`config.mk`:
```
export PLATFORM = sky130hd
export DESIGN_NAME = tsq_xpoint
export DESIGN_NICKNAME = d
export VERILOG_FILES = /design/src/rtl/tsq_pkg.sv /design/src/rtl/tsq_fifo.sv /design/src/rtl/tsq_lfsr.sv /design/src/rtl/tsq_xpoint.sv
export SDC_FILE = /design/constraint.sdc
export NUM_CORES = 1
export LEC_CHECK = 0
export BUFFER_PORTS_ARGS = -buffer_cell sky130_fd_sc_hd__buf_2
export CELL_PAD_IN_SITES_DETAIL_PLACEMENT = 0
export CELL_PAD_IN_SITES_GLOBAL_PLACEMENT = 1
export CORE_ASPECT_RATIO = 1.5
export CORE_UTILIZATION = 50
export DETAILED_ROUTE_END_ITERATION = 10
export PLACE_DENSITY = 0.75
export RECOVER_POWER = 50
export REMOVE_ABC_BUFFERS = 1
export SYNTH_ARGS = -nofsm -noshare
export SYNTH_HDL_FRONTEND = slang
export SYNTH_SLANG_ARGS = --single-unit
```
`constraint.sdc`:
```
create_clock -name clk -period 7.86 [get_ports clk]
set_input_delay 0.786 -clock clk [delete_from_list [all_inputs] [get_ports clk]]
set_output_delay 0.786 -clock clk [all_outputs]
set_load 0.03 [all_outputs]
```
`src/rtl/tsq_pkg.sv`:
```
package tsq_pkg;

    parameter int TS_W   = 8;
    parameter int TAG_W  = 8;
    parameter int LFSR_W = 16;

    localparam logic [LFSR_W-1:0] LFSR_TAPS = 16'hB400;
    localparam logic [LFSR_W-1:0] LFSR_SEED = 16'hACE1;

    typedef struct packed {
        logic             dummy;
        logic [TS_W-1:0]  ts;
        logic [TAG_W-1:0] tag;
    } cell_t;

    typedef enum logic [1:0] {
        SEL_NONE = 2'd0,
        SEL_XP   = 2'd1,
        SEL_TR   = 2'd2,
        SEL_BOTH = 2'd3
    } sel_e;

    // a is older than b when the modular difference is negative
    function automatic logic ts_older(input logic [TS_W-1:0] a, input logic [TS_W-1:0] b);
        logic [TS_W-1:0] d;
        d = a - b;
        return d[TS_W-1];
    endfunction

    // Choice between crosspoint head and transit head for one cell time
    function automatic sel_e pick(input logic hold,
                                  input logic xv, input cell_t xh,
                                  input logic tv, input cell_t th,
                                  input logic coin);
        if (hold || !xv || !tv)           return SEL_NONE;
        if (xh.ts != th.ts)               return ts_older(xh.ts, th.ts) ? SEL_XP : SEL_TR;
        if (xh.dummy && th.dummy)         return SEL_BOTH;
        if (xh.dummy)                     return SEL_TR;
        if (th.dummy)                     return SEL_XP;
        return coin ? SEL_XP : SEL_TR;
    endfunction

endpackage

```
`src/rtl/tsq_fifo.sv`:
```
module tsq_fifo
    import tsq_pkg::*;
#(
    parameter int DEPTH = 4
) (
    input  logic  clk,
    input  logic  rst,
    input  logic  wr_en,
    input  cell_t wr_cell,
    input  logic  rd_en,
    output cell_t head,
    output logic  nonempty,
    output logic  nack
);
    localparam int PTR_W = (DEPTH > 1) ? $clog2(DEPTH) : 1;
    localparam int CNT_W = $clog2(DEPTH + 1);
    localparam logic [PTR_W-1:0] LAST = PTR_W'(DEPTH - 1);
    localparam logic [CNT_W-1:0] FULL = CNT_W'(DEPTH);

    cell_t            mem [DEPTH];
    logic [PTR_W-1:0] wr_ptr, rd_ptr, tail_idx;
    logic [CNT_W-1:0] cnt, cnt_n;
    logic             tail_dummy_q, tail_dummy_n;
    logic             ovw, push, nack_n;

    function automatic logic [PTR_W-1:0] step(input logic [PTR_W-1:0] p);
        return (p == LAST) ? '0 : p + 1'b1;
    endfunction

    always_comb begin
        tail_idx     = (wr_ptr == '0) ? LAST : wr_ptr - 1'b1;
        ovw          = wr_en && (cnt != '0) && tail_dummy_q &&
                       !(rd_en && (cnt == CNT_W'(1)));
        push         = wr_en && !ovw && ((cnt != FULL) || rd_en);
        cnt_n        = cnt + CNT_W'(push) - CNT_W'(rd_en);
        if (push || ovw)
            tail_dummy_n = wr_cell.dummy;
        else if (cnt_n == '0)
            tail_dummy_n = 1'b0;
        else
            tail_dummy_n = tail_dummy_q;
        nack_n       = (cnt_n == FULL) && !tail_dummy_n;
    end

    always_ff @(posedge clk) begin
        if (rst) begin
            wr_ptr       <= '0;
            rd_ptr       <= '0;
            cnt          <= '0;
            tail_dummy_q <= 1'b0;
            nack         <= 1'b0;
        end else begin
            if (push)  wr_ptr <= step(wr_ptr);
            if (rd_en) rd_ptr <= step(rd_ptr);
            cnt          <= cnt_n;
            tail_dummy_q <= tail_dummy_n;
            nack         <= nack_n;
        end
    end

    always_ff @(posedge clk) begin
        if (ovw)
            mem[tail_idx] <= wr_cell;
        else if (push)
            mem[wr_ptr] <= wr_cell;
    end

    assign head     = mem[rd_ptr];
    assign nonempty = (cnt != '0);

endmodule

```
`src/rtl/tsq_lfsr.sv`:
```
module tsq_lfsr
    import tsq_pkg::*;
(
    input  logic              clk,
    input  logic              rst,
    output logic [LFSR_W-1:0] state
);
    always_ff @(posedge clk) begin
        if (rst)
            state <= LFSR_SEED;
        else if (state[0])
            state <= (state >> 1) ^ LFSR_TAPS;
        else
            state <= state >> 1;
    end
endmodule

```
`src/rtl/tsq_xpoint.sv`:
```
module tsq_xpoint
    import tsq_pkg::*;
#(
    parameter int POS_K = 2,
    parameter int DEPTH = 4
) (
    input  logic             clk,
    input  logic             rst,
    input  logic             in_vld,
    input  logic             in_dummy,
    input  logic [TS_W-1:0]  in_ts,
    input  logic [TAG_W-1:0] in_tag,
    input  logic             up_vld,
    input  logic             up_dummy,
    input  logic [TS_W-1:0]  up_ts,
    input  logic [TAG_W-1:0] up_tag,
    output logic             up_nack,
    input  logic             dn_nack,
    output logic             dn_vld,
    output logic             dn_dummy,
    output logic [TS_W-1:0]  dn_ts,
    output logic [TAG_W-1:0] dn_tag
);
    localparam int K_EFF = (POS_K < 1) ? 1 : POS_K;
    localparam logic [LFSR_W:0] TIE_THR = (LFSR_W + 1)'((2 ** LFSR_W) / K_EFF);

    cell_t             in_cell, xp_head, tr_head, out_cell;
    logic              xp_ne, xp_rd, coin;
    logic              unused_xp_nack;
    logic [LFSR_W-1:0] rnd;
    sel_e              sel;

    assign in_cell = '{dummy: in_dummy, ts: in_ts, tag: in_tag};

    tsq_fifo #(.DEPTH(DEPTH)) u_xp (
        .clk(clk), .rst(rst),
        .wr_en(in_vld), .wr_cell(in_cell),
        .rd_en(xp_rd), .head(xp_head),
        .nonempty(xp_ne), .nack(unused_xp_nack)
    );

    tsq_lfsr u_rnd (.clk(clk), .rst(rst), .state(rnd));

    assign coin = ({1'b0, rnd} < TIE_THR);

    generate
        if (K_EFF == 1) begin : g_top
            logic unused_top;
            assign unused_top = ^{up_vld, up_dummy, up_ts, up_tag, coin};
            assign tr_head    = '0;
            assign up_nack    = 1'b0;
            assign sel        = (xp_ne && !dn_nack) ? SEL_XP : SEL_NONE;
        end else begin : g_mid
            cell_t up_cell;
            logic  tr_ne, tr_rd;
            assign up_cell = '{dummy: up_dummy, ts: up_ts, tag: up_tag};
            assign tr_rd   = (sel == SEL_TR) || (sel == SEL_BOTH);
            tsq_fifo #(.DEPTH(DEPTH)) u_tr (
                .clk(clk), .rst(rst),
                .wr_en(up_vld), .wr_cell(up_cell),
                .rd_en(tr_rd), .head(tr_head),
                .nonempty(tr_ne), .nack(up_nack)
            );
            assign sel = pick(dn_nack, xp_ne, xp_head, tr_ne, tr_head, coin);
        end
    endgenerate

    assign xp_rd    = (sel == SEL_XP) || (sel == SEL_BOTH);
    assign out_cell = (sel == SEL_TR) ? tr_head : xp_head;
    assign dn_vld   = (sel != SEL_NONE);
    assign dn_dummy = out_cell.dummy;
    assign dn_ts    = out_cell.ts;
    assign dn_tag   = out_cell.tag;

endmodule

```
# Word level (Yosys, flattened, before mapping)
# Memory sizes are Yosys's and may differ from the RTL's. A register that Yosys moved wholly into a read port is not among the register bits.
# Index checks and enable logic that the tools add are counted.
classes:
  n_addsub: 11
  order_cmp: 1
  eq_ne: 13
  n_mux: 59
  n_bitwise: 1
  n_reduce_logical: 39
ops:
  columns: ["operator", "n"]
  rows:
  - ["2-to-1 mux 17 bit", 3]
  - ["2-to-1 mux 2 bit", 24]
  - ["OR reduction 17 bit", 2]
  - ["2-to-1 mux 1 bit", 31]
  - ["less-than comparator 16 bit (second input constant)", 1]
  - ["2-to-1 mux 16 bit", 1]
  - ["logical AND 1 bit", 14]
  - ["equality test 2 bit (second input constant)", 6]
  - ["adder 2 x 1 -> 2 bit (second input constant)", 4]
  - ["logical OR 1 bit", 8]
  - ["inequality test 8 bit", 1]
  - ["subtractor 8 bit", 1]
  - ["logical NOT 1 bit", 7]
  - ["adder 3 x 1 -> 3 bit", 2]
  - ["equality test 3 x 1 -> 1 bit (second input constant)", 2]
  - ["logical NOT 3 bit", 2]
  - ["inequality test 3 bit (second input constant)", 2]
  - ["nonzero test 3 bit", 2]
  - ["subtractor 3 x 1 -> 3 bit", 2]
  - ["logical NOT 2 bit", 2]
  - ["inverter 3 -> 4 bit", 1]
  - ["nonzero test 2 bit", 2]
  - ["subtractor 2 x 1 -> 2 bit (second input constant)", 2]
  - ["equality test 3 bit (second input constant)", 1]
  - ["equality test 2 x 1 -> 1 bit (second input constant)", 1]
word_totals:
  ff_bits: 33
  ramBits: 136
  inputBits: 39
  out_inout_bits: 19
  wordCells: 136
  mem_count: 2
mem_list:
  columns: ["name", "words", "width", "rd", "rd_ports_with_merged_regs", "wr", "line_no", "rtl"]
  rows:
  - ["g_mid.u_tr.mem", 4, 17, 1, 1, 1, "tsq_fifo.sv:20", "cell_t mem [DEPTH];"]
  - ["u_xp.mem", 4, 17, 1, 1, 1, "tsq_fifo.sv:20", null]

# Longest topological paths before layout
logic_depth:
  depth_word: 35
  depth_mapped: 19
  mapped_depth_nobuf: 17

# Modules after synthesis
# From an unflattened synthesis, not the netlist that was laid out.
unflattened:
  hier_cells: 409
  area_unflattened_um2: 7134.3
by_module_without_submodules:
  columns: ["mod", "instances", "cells_each", "area_each_um2", "seq_area_each_um2"]
  rows:
  - ["tsq_fifo", 2, 155, 3045.4, 2262.2]
  - ["tsq_xpoint", 1, 63, 580.6, 0.0]
  - ["tsq_lfsr", 1, 36, 462.9, 320.3]

# Worst setup path after synthesis
# No wires, ideal clock.
synth_timing:
  path_type: "flip-flop to flip-flop"
  from: "register with a tool-made name"
  to: "register g_mid.u_tr.nack"
  setup_time_ns: 0.114
  t_arrival_ns: 4.703
  t_required_ns: 7.746
  slack_ns: 3.042
  path_stages_with_launch: 16
  n_path_buf: 2
  period_less_slack_ns: 4.818
  path_cell_list: "dfxtp_1 -> buf_4 -> buf_1 -> mux4_2 -> ha_1 -> a21oi_1 -> nand3_1 -> or4b_1 -> o31ai_4 -> a21oi_1 -> nor2_1 -> ha_1 -> inv_1 -> fa_1 -> or3b_2 -> a2111oi_0"
synth_lines:
  columns: ["element", "line_no", "rtl"]
  rows:
  - ["end signal, assigned", "tsq_fifo.sv:57", "nack <= nack_n;"]
  - ["end, declared", "tsq_fifo.sv:13", "output logic nack"]

==> results.cfg <==
[cells_and_area]
syn2layout_area_growth_pct = 13.8
final_common_cell = edfxtp_1
fill_cells = 1068
antennaDiodeCount = 0
final_cells = 663
layout-drive-gt1-share_pct = 23.2
final_cell_area_mm2 = 0.00805
final_cell_mix = 136 x edfxtp_1, 37 x dfxtp_1, 37 x clkbuf_1
nets = 548

[pwr]
p_sw_uw = 892
ir_drop_mv = 0.182
leakagePower_nw = 2.81
p_int_mw = 1.98
power_frac_seq_pct = 43.5
pwr-share-clk_pct = 28.6
switching_share_pct = 31.0
combPwrFrac_pct = 28.0
powerDensity_mw_per_mm2 = 357

[placed_design]
gp_congestion = 0.828
pre_cts_slack_ps = 2730
port_buffers = 57
dp.cells = 633
post-dp-hpwl_um = 8700
placed_cell_area_mm2 = 0.00756

[timing]
period_minus_slack_ps = 6000
rsz0062_at_grt = false
timing.final.ws_setup_ps = 1860
tightest_slew_ps = 1440
fin_crit_sh_pct = 76.3
setup_viol = 0
fmax_mhz = 167
slew_violations = 0
relSlewSlack_pct = 4.19
hold_viol_final = 0
finalSetupTns_ps = 0
fin_skew_ps = 11.4

[global_route]
grt_pass1_vias = 3940
grt_max_degree = 36
met2_usage_pct = 33.5
grt_pass1_wl_um = 20000
grt.met3_usage_pct = 4.96
use_met1_pct = 21.3
overflow = 0
antenna_found_initial = 0
grt.total_usage_pct = 18.6
busiest_layer = met2

[floorplanning]
dieArea_mm2 = 0.0146
dieHeight_um = 148
dieWidth_um = 99.1
start_util_pct = 51.8
fp.coreArea_mm2 = 0.0137
row_count = 52
ioPinCount = 58

[detailed_routing]
drt_iter0_markers = 176
wl_per_cell_um = 19.1
drc = 0
finalWirelength_um = 12700
vias_per_cell = 5.63
ant_nets = 0
dr.pass1.iters = 4
route.vias.total = 3731

[run_status]
run_status = completed

[clock_network]
cts_buffer_depth = 2
holdBufCountCts = 0
post_cts_buffers = 0
clk_latency_ps = 420
numCtsBuffers = 17
clock-root-buffer = clkbuf_16
cts_resized = 0
htree_levels = 4
clkTransAtPathRegs_ps = 70
cts_tree = yes
cts_sinks = 173

[synthesis]
avgSynthCellArea_um2 = 16.9
yosysUniqueCellTypes = 53
ys_async_sr_fraction_pct = 0
synth_ff_type = edfxtp_1
ys_seq_area_share_pct = 68.2
synth_area_mm2 = 0.00707
syn_inst = 419
yosysWarnings = 0
synth.ff_latch_count = 173
synth-edff-count = 136

[setup_path]
arrival_ps = 5210
startpoint_type = flop
crit_type = reg2out
end_kind = primary output
critPathMaxFanout = 23
required_ps = 7070

[job]
cap_violations = 0

[min_path]
hold_class = reg2reg
## registers in the layout, indices dropped and copies added, names as in the netlist, named ones only
register	cells
g_mid.u_tr.nack	1
u_xp.cnt	3
g_mid.u_tr.mem	68
g_mid.u_tr.wr_ptr	2
g_mid.u_tr.rd_ptr	2
u_xp.mem	68
g_mid.u_tr.cnt	3
u_rnd.state	16
u_xp.tail_dummy_q	1
u_xp.wr_ptr	2
u_xp.rd_ptr	2
g_mid.u_tr.tail_dummy_q	1
## layer usage
metal	part of all wire [%]	up-vias
li1	-	1761
met1	39	1874
met2	55	83
met3	4.9	13
met4	1.2	0
met5	0	-
## Yosys cell counts, types with 3 or more instances
library cell / n / area share (%)
dfxtp_1: 37 / 10
nand3b_1: 3 / 0.32
clkbuf_1: 8 / 0.42
mux2_4: 8 / 1.7
nand4_1: 4 / 0.35
nor2_1: 19 / 1.0
a21oi_1: 9 / 0.64
xnor2_1: 6 / 0.74
o211ai_1: 3 / 0.32
mux2_1: 3 / 0.48
nand2_1: 15 / 0.80
nand3_1: 10 / 0.71
inv_1: 24 / 1.3
nor3_1: 7 / 0.50
mux4_2: 34 / 11
o22ai_1: 4 / 0.35
ha_1: 17 / 3.0
o21ai_1: 6 / 0.42
edfxtp_1: 136 / 58
mux2i_1: 3 / 0.42
o21ai_0: 5 / 0.35
o2bb2ai_1: 4 / 0.50
nor2b_1: 12 / 1.1
or2_2: 8 / 0.71
## power by group through the flow
stage / Combinational, mW / Sequential [mW] / Clock [mW]
CTS: 0.842 / 1.25 / 0.836
global route: 0.880 / 1.27 / 0.872
global placement: 0.829 / 1.26 / 0
finish: 0.804 / 1.25 / 0.821
floorplan: 0.588 / 1.27 / 0
detailed placement: 0.839 / 1.27 / 0
## cells by family (layout without fill, tap and decap cells)
group | after synthesis | in the layout | share of synthesized area [%]
flip-flops | 173 | 173 | 68.2
AND/OR/NAND/NOR | 87 | 87 | 6.44
multiplexers | 48 | 48 | 13.4
AO/OA/AOI/OAI | 45 | 45 | 4.87
buffers and inverters | 39 | 121 | 2.37
adder cells (fa/ha/maj) | 19 | 19 | 3.57
XOR/XNOR | 8 | 8 | 1.10
## final timing paths
path,startpoint,end,slack [ps],cells after the start
max,flop,dn_tag[1],1860,10
min,u_rnd.state[1]$_SDFF_PP0_,u_rnd.state[0]$_SDFF_PP1_,410,1
max reg2reg,flop,g_mid.u_tr.nack$_SDFF_PP0_,2030,14
min reg2reg,u_rnd.state[1]$_SDFF_PP0_,u_rnd.state[0]$_SDFF_PP1_,410,1
## stage by stage
step	power, mW	util, %	hold WS (ps)
global route	3.02	58.9	442
CTS	2.93	59.6	410
detailed placement	2.11	55.3	394
finish	2.88	58.9	407
floorplan	1.86	-	389
global placement	2.09	55.3	397
## worst max-delay path, stage by stage, from the launching register on
cell and delay (ps):
dfxtp_1 680, clkbuf_1 620, mux4_2 650, ha_1 330
nand4_1 90, a21oi_1 280, nor3_1 110, o31ai_1 820
nand2_2 550, mux2_1 470, buf_2 180
## cell type report
cell class                      count  area (um2)  area share (%)
Timing Repair Buffer               67         312            3.87
Clock inverter                     13         156            1.94
Multi-Input combinational cell    207        2040            25.3
Inverter                           24        90.1            1.12
Clock buffer                       17         425            5.29
Tap cell                          162         203            2.52
Sequential cell                   173        4820            60.0
Note: power is estimated with default switching activity, not from simulation.
